File: config.mk
export PLATFORM = sky130hd
export DESIGN_NAME = sdram_seq
export DESIGN_NICKNAME = d
export VERILOG_FILES = /design/src/rtl/sdram_seq.sv
export SDC_FILE = /design/constraint.sdc
export NUM_CORES = 1
export LEC_CHECK = 0
export ABC_AREA = 0
export ABC_CLOCK_PERIOD_IN_PS = 2460
export BUFFER_PORTS_ARGS = -buffer_cell sky130_fd_sc_hd__buf_2
export CAP_MARGIN = 10
export CORE_AREA = 2 2 128 130
export DETAILED_ROUTE_END_ITERATION = 10
export DIE_AREA = 0 0 130 132
export PLACE_DENSITY = 0.65
export SLEW_MARGIN = 10
export SYNTH_ARGS = -nofsm -noshare
export SYNTH_HDL_FRONTEND = slang
export SYNTH_SLANG_ARGS = --single-unit
export TNS_END_PERCENT = 30
File: constraint.sdc
create_clock -name clk -period 2.46 [get_ports clk]
set_input_delay 0.123 -clock clk [delete_from_list [all_inputs] [get_ports clk]]
set_output_delay 0.123 -clock clk [all_outputs]
set_load 0.1 [all_outputs]
File: src/rtl/sdram_seq.sv
module sdram_seq #(
  parameter int CLK_NS    = 4,
  parameter int INIT_NS   = 100000,
  parameter int REF_NS    = 7800,
  parameter int TRCD_NS   = 20,
  parameter int TRP_NS    = 20,
  parameter int TRAS_NS   = 45,
  parameter int TRC_NS    = 68,
  parameter int TWR_CYC   = 2,
  parameter int TMRD_CYC  = 2,
  parameter int INIT_REFS = 8,
  parameter int CAS_LAT   = 3,
  parameter int BURST     = 4,
  parameter int WRAP_IL   = 0,
  parameter int BA_W      = 2,
  parameter int ROW_W     = 13,
  parameter int COL_W     = 10,
  parameter int DQ_W      = 64
) (
  input  logic                          clk,
  input  logic                          rst_n,
  input  logic                          reg_mode,
  input  logic                          req_valid,
  input  logic                          req_write,
  input  logic [BA_W+ROW_W+COL_W-1:0]   req_addr,
  input  logic [DQ_W/8-1:0]             req_mask,
  output logic                          req_ready,
  input  logic [DQ_W-1:0]               wr_data,
  output logic                          wr_take,
  output logic                          rd_valid,
  output logic [DQ_W-1:0]               rd_data,
  output logic                          cke,
  output logic                          cs_n,
  output logic                          ras_n,
  output logic                          cas_n,
  output logic                          we_n,
  output logic [BA_W-1:0]               ba,
  output logic [ROW_W-1:0]              addr,
  output logic [DQ_W/8-1:0]             dqm,
  output logic [DQ_W-1:0]               dq_out,
  output logic                          dq_oe,
  input  logic [DQ_W-1:0]               dq_in
);

  function automatic int cdiv(input int ns);
    return (ns + CLK_NS - 1) / CLK_NS;
  endfunction
  function automatic int mx(input int a, input int b);
    return (a > b) ? a : b;
  endfunction

  localparam int AW      = BA_W + ROW_W + COL_W;
  localparam int MW      = DQ_W / 8;
  localparam int INIT_C  = cdiv(INIT_NS);
  localparam int REF_C   = cdiv(REF_NS);
  localparam int RCD_C   = cdiv(TRCD_NS);
  localparam int RP_C    = cdiv(TRP_NS);
  localparam int RAS_C   = cdiv(TRAS_NS);
  localparam int RC_C    = cdiv(TRC_NS);
  localparam int RD_GAP  = mx(RCD_C, RAS_C - BURST);
  localparam int WR_GAP  = mx(RCD_C, RAS_C - (BURST - 1 + TWR_CYC));
  localparam int RD_POST = mx(BURST + RP_C, RC_C - RD_GAP);
  localparam int WR_POST = mx(BURST - 1 + TWR_CYC + RP_C, RC_C - WR_GAP);
  localparam int GAP_W   = $clog2(INIT_C + RC_C + RD_POST + WR_POST + 2);
  localparam int REF_W   = $clog2(REF_C + 1);
  localparam int NR_W    = $clog2(INIT_REFS + 1);
  localparam int CT_W    = $clog2(CAS_LAT + BURST + 3);

  localparam logic [3:0] C_NOP = 4'b0111, C_ACT = 4'b0011, C_RD  = 4'b0101,
                         C_WR  = 4'b0100, C_PRE = 4'b0010, C_REF = 4'b0001,
                         C_MRS = 4'b0000;
  localparam logic [ROW_W-1:0] A10    = ROW_W'(1) << 10;
  localparam logic [ROW_W-1:0] MODE_W = ROW_W'({3'(CAS_LAT), 1'(WRAP_IL), 3'($clog2(BURST))});

  typedef enum logic [2:0] {S_PWR, S_PALL, S_IREF, S_LMR, S_IDLE, S_COL} st_t;

  st_t               st;
  logic [GAP_W-1:0]  gap;
  logic [3:0]        cmd_q;
  logic              cke_q, live, ref_pend, wr_q, col_act, col_wr, reg_q;
  logic [BA_W-1:0]   ba_q;
  logic [ROW_W-1:0]  addr_q;
  logic [COL_W-1:0]  col_q;
  logic [MW-1:0]     mask_q;
  logic [NR_W-1:0]   nref;
  logic [REF_W-1:0]  ref_cnt;
  logic [CT_W-1:0]   col_t, lat;
  logic              in_win;

  assign {cs_n, ras_n, cas_n, we_n} = cmd_q;
  assign cke    = cke_q;
  assign ba     = ba_q;
  assign addr   = addr_q;
  assign lat    = col_wr ? CT_W'(reg_q) : CT_W'(CAS_LAT) + CT_W'(reg_q);
  assign in_win = col_act && col_t >= lat && col_t < lat + CT_W'(BURST);
  assign rd_valid = in_win && !col_wr;
  assign dq_oe    = in_win && col_wr;
  assign wr_take  = dq_oe;
  assign dq_out   = wr_data;
  assign rd_data  = dq_in;
  assign dqm      = (col_act && col_wr && col_t < CT_W'(BURST)) ? mask_q : '0;
  assign req_ready = (st == S_IDLE) && (gap == '0) && !ref_pend && !col_act;

  always_ff @(posedge clk) begin
    if (!rst_n) begin
      st <= S_PWR;  gap <= GAP_W'(INIT_C - 1);  cmd_q <= C_NOP;  cke_q <= 1'b0;
      ba_q <= '0;  addr_q <= '0;  col_q <= '0;  mask_q <= '0;  nref <= '0;
      live <= 1'b0;  ref_cnt <= REF_W'(REF_C - 1);  ref_pend <= 1'b0;  wr_q <= 1'b0;
      col_act <= 1'b0;  col_wr <= 1'b0;  col_t <= '0;  reg_q <= 1'b0;
    end else begin
      cmd_q <= C_NOP;
      if (live) ref_cnt <= (ref_cnt == '0) ? REF_W'(REF_C - 1) : ref_cnt - 1'b1;
      if (col_act) begin
        col_t <= col_t + 1'b1;
        if (col_t == lat + CT_W'(BURST - 1)) col_act <= 1'b0;
      end
      if (gap != '0) gap <= gap - 1'b1;
      else begin
        case (st)
          S_PWR:  begin cke_q <= 1'b1; st <= S_PALL; end
          S_PALL: begin
            cmd_q <= C_PRE;  addr_q <= A10;  gap <= GAP_W'(RP_C - 1);
            nref <= '0;  st <= S_IREF;
          end
          S_IREF: begin
            cmd_q <= C_REF;  gap <= GAP_W'(RC_C - 1);  nref <= nref + 1'b1;
            if (nref == NR_W'(INIT_REFS - 1)) st <= S_LMR;
          end
          S_LMR: begin
            cmd_q <= C_MRS;  addr_q <= MODE_W;  ba_q <= '0;
            gap <= GAP_W'(TMRD_CYC - 1);  live <= 1'b1;  st <= S_IDLE;
          end
          S_IDLE: begin
            if (ref_pend) begin
              cmd_q <= C_REF;  gap <= GAP_W'(RC_C - 1);  ref_pend <= 1'b0;
            end else if (req_valid && !col_act) begin
              cmd_q  <= C_ACT;
              ba_q   <= req_addr[AW-1 -: BA_W];
              addr_q <= req_addr[COL_W +: ROW_W];
              col_q  <= req_addr[COL_W-1:0];
              wr_q   <= req_write;
              mask_q <= req_mask;
              gap    <= req_write ? GAP_W'(WR_GAP - 1) : GAP_W'(RD_GAP - 1);
              st     <= S_COL;
            end
          end
          S_COL: begin
            cmd_q   <= wr_q ? C_WR : C_RD;
            addr_q  <= ROW_W'(col_q) | A10;
            gap     <= wr_q ? GAP_W'(WR_POST - 1) : GAP_W'(RD_POST - 1);
            col_act <= 1'b1;  col_t <= '0;  col_wr <= wr_q;  reg_q <= reg_mode;
            st      <= S_IDLE;
          end
          default: st <= S_IDLE;
        endcase
      end
      if (live && ref_cnt == '0) ref_pend <= 1'b1;
    end
  end

endmodule

==> results.txt <==
grt total ovfl = 0
sequential area share after synthesis = 32.5%
Yosys cell types = 60
global-route wire length before repair = 17700 um
post-synthesis cell count = 596
Syn Area/Cell = 8.27 um2
Crit Path Class = flop to primary output
DIE AREA = 17200 um2
top-count cell post-synth = buf_4
minimum clock period = 2.35 ns
WL final = 11000 um
post-route clock period utilization = 95.7%
status = finished clean
max-cap violations = 0
hold_sp = req_addr[21]
I/O pins = 326
ANT nets after route = 0
crit-path max FO = 4
Final Hold Fails = 0
area share of the largest cell type after synthesis = 32.5%
yosys warns = 0
CP max stage delay = 0.35 ns
area grow syn2layout = 4.11%
Worst-Skew Late Latency = 0.34 ns
main flop type after synthesis = dfxtp_1
Hold Path Class = input port to flop
Fin Setup TNS = 0 ns
Avg WL per Cell = 14.5 um
largest area contributor in the netlist = dfxtp_1
ys async rst share = 0%
register bit total from synthesis = 80
drt via density = 4.80
ANT cells = 0
DRC errors left = 0
number of synthesized flops with an enable pin = 0
Max Root-Sink Buffers = 2
Critical Path AT = 2.23 ns
NumNets Final = 718
Req. time, crit path = 2.34 ns
clock slew at reported path FFs = 0.06 ns
Finished Layout Cells = 757
Synth Cell Area = 4930 um2
CTS tree = done
Detail Placement HPWL = 8070 um
fraction of layout cells with a size suffix above 1 = 22.4%
GRT Total Usage = 12.9%
std cell rows = 46
Lkg Pwr = 1.91 nW
PD cells = 591 nW/um2
cell count after placement = 738
pin count of the biggest net entering global routing = 37
Die W = 130 um
# setup viols final = 0
RePlAce Congestion = 0.833
TritonCTS Buffers = 9
Die Ht = 132 um
vias in the first global route = 3565
clock sinks = 80
synth cell count leaders = 131 x buf_4, 80 x dfxtp_1, 71 x nand2_1
count of input and output buffers = 68
Core Area = 15700 um2
worst vdd ir = 0.360 mV
Starting Density = 31.4%
most frequent CP cell = ha_4
crit path max-delay cell type = dfxtp_2
CTS root buffer = clkbuf_16
via count = 3630
initial drt markers = 206
worst rel slew slack = 53.3%
router iterations before antenna repair = 4
initial antenna violation count = 0
CP Launch Type = flop
Clock Skew = 0.00881 ns
reg2reg start = st[1]$_SDFFE_PN0P_
unrepaired setup endpoints after global routing = false
crit path launch = col_wr$_SDFFE_PN0P_
Final Max Slew Viols = 0
Post-Syn Nets = 778
H-Tree Depth = 3
largest cells by area after synthesis = dfxtp_1 32%, buf_4 20%, nand2_1 5.4%, a21oi_1 4.4%, ha_1 4.1%
crit end category = primary output
Max Fclk = 425 MHz
worst path cell trace = inv_4, ha_4, inv_2, ha_4, nand2b_1, a21o_1, a211o_1, nand4b_1, nor2_2, buf_12
Worst Tran Pin Value = 0.700 ns
state kept, by name (all words and copies together), names as in the netlist:
name and count:
addr 13, ba 2, cke 1, cmd_q 3, col_act 1, col_q 10
col_t 4, col_wr 1, gap 15, live 1, mask_q 8, nref 4
ref_cnt 11, ref_pend 1, reg_q 1, st 3, wr_q 1
final timing paths:
| kind | slack (ns) | cells after the start | to |
|---|---|---|---|
| worst max-delay path | 0.11 | 10 | rd_valid |
| worst max register to register | 0.30 | 7 | addr[8]$_SDFFE_PN0P_ |
| worst min register to register | 0.45 | 2 | mask_q[1]$_SDFFE_PN0P_ |
| worst min-delay path | 0.01 | 2 | addr[11]$_SDFFE_PN0P_ |
area by class of cell:
class                      count  area (um2)
clock buffer                  14         274
clock inverter                 2        60.1
fill                        1657       10600
inverter                      19        73.8
multi-input combinational    340        2190
sequential                    80        1600
tap                          216         270
timing repair buffer          86         658
cell usage in the layout (no fill, tap or decap), drive strengths merged, types with 5 or more instances in the layout:
master,Yosys,layout
a21oi,43,43
nor2,24,24
clkbuf,11,14
inv,19,19
nand2b,5,5
or3,5,5
nand2,73,73
nand3,14,14
xor2,6,6
nor2b,6,6
ha,16,16
xnor2,13,13
mux2i,10,10
nor3,12,12
buf,146,85
and2,13,13
o2bb2ai,10,10
o21ai,23,23
dfxtp,80,80
metrics by stage:
stage                     setup slack, ns  hold slack, ns  util [%]  cell area (um2)  power, mW
final                               0.105          0.0145      32.7             5130       3.03
after global routing               0.0108          0.0234      32.7             5130       3.15
after CTS                         0.00678          0.0124      32.2             5060       3.07
after detailed placement            0.135           0.247      29.8             4680       1.59
after global placement              0.175           0.247      29.8             4680       1.59
after floorplan                    -0.400           0.248         -             4940       2.48
critical path, delay by kind of cell (launching register included):
family / cells / cell delay [ns]
fa+ha+maj: 2 / 0.46
simple gates: 3 / 0.40
compound gates: 2 / 0.40
flops: 1 / 0.35
buf+inv: 3 / 0.27
logic make-up after synthesis:
logic type                 synth area share [%]
and+or+nand+nor                            19.1
buffers and inverters                      24.0
AOI/OAI and AO/OA                          14.9
DFF                                        32.5
xor gates and xnor gates                   3.38
adders and majority gates                  4.06
muxes                                      2.03
other                                    0.0761
where the power goes:
group,total (mW),internal (mW),switching [mW]
combinational,0.236,0.0948,0.142
sequential,1.32,1.30,0.0187
clock,1.48,0.973,0.503
total,3.03,2.37,0.663
per-layer routing:
layer  track usage, %  part of all wire (%)
met5                0                     0
met4             5.73                   2.5
met3             4.63                   6.0
met2             19.5                    46
met1             16.5                    45
timing repair:
| item | 4_1_cts | 5_1_grt |
|---|---|---|
| hold endpoints to repair | 1 | 0 |
| cloned | 0 | 0 |
| buffers inserted | 2 | 0 |
| resized for setup | 9 | 14 |
| endpoints found under the setup margin | 3 | 4 |
| hold buffers | 1 | 0 |
| pin swaps | 0 | 3 |
Note: power is estimated with default switching activity, not from simulation.
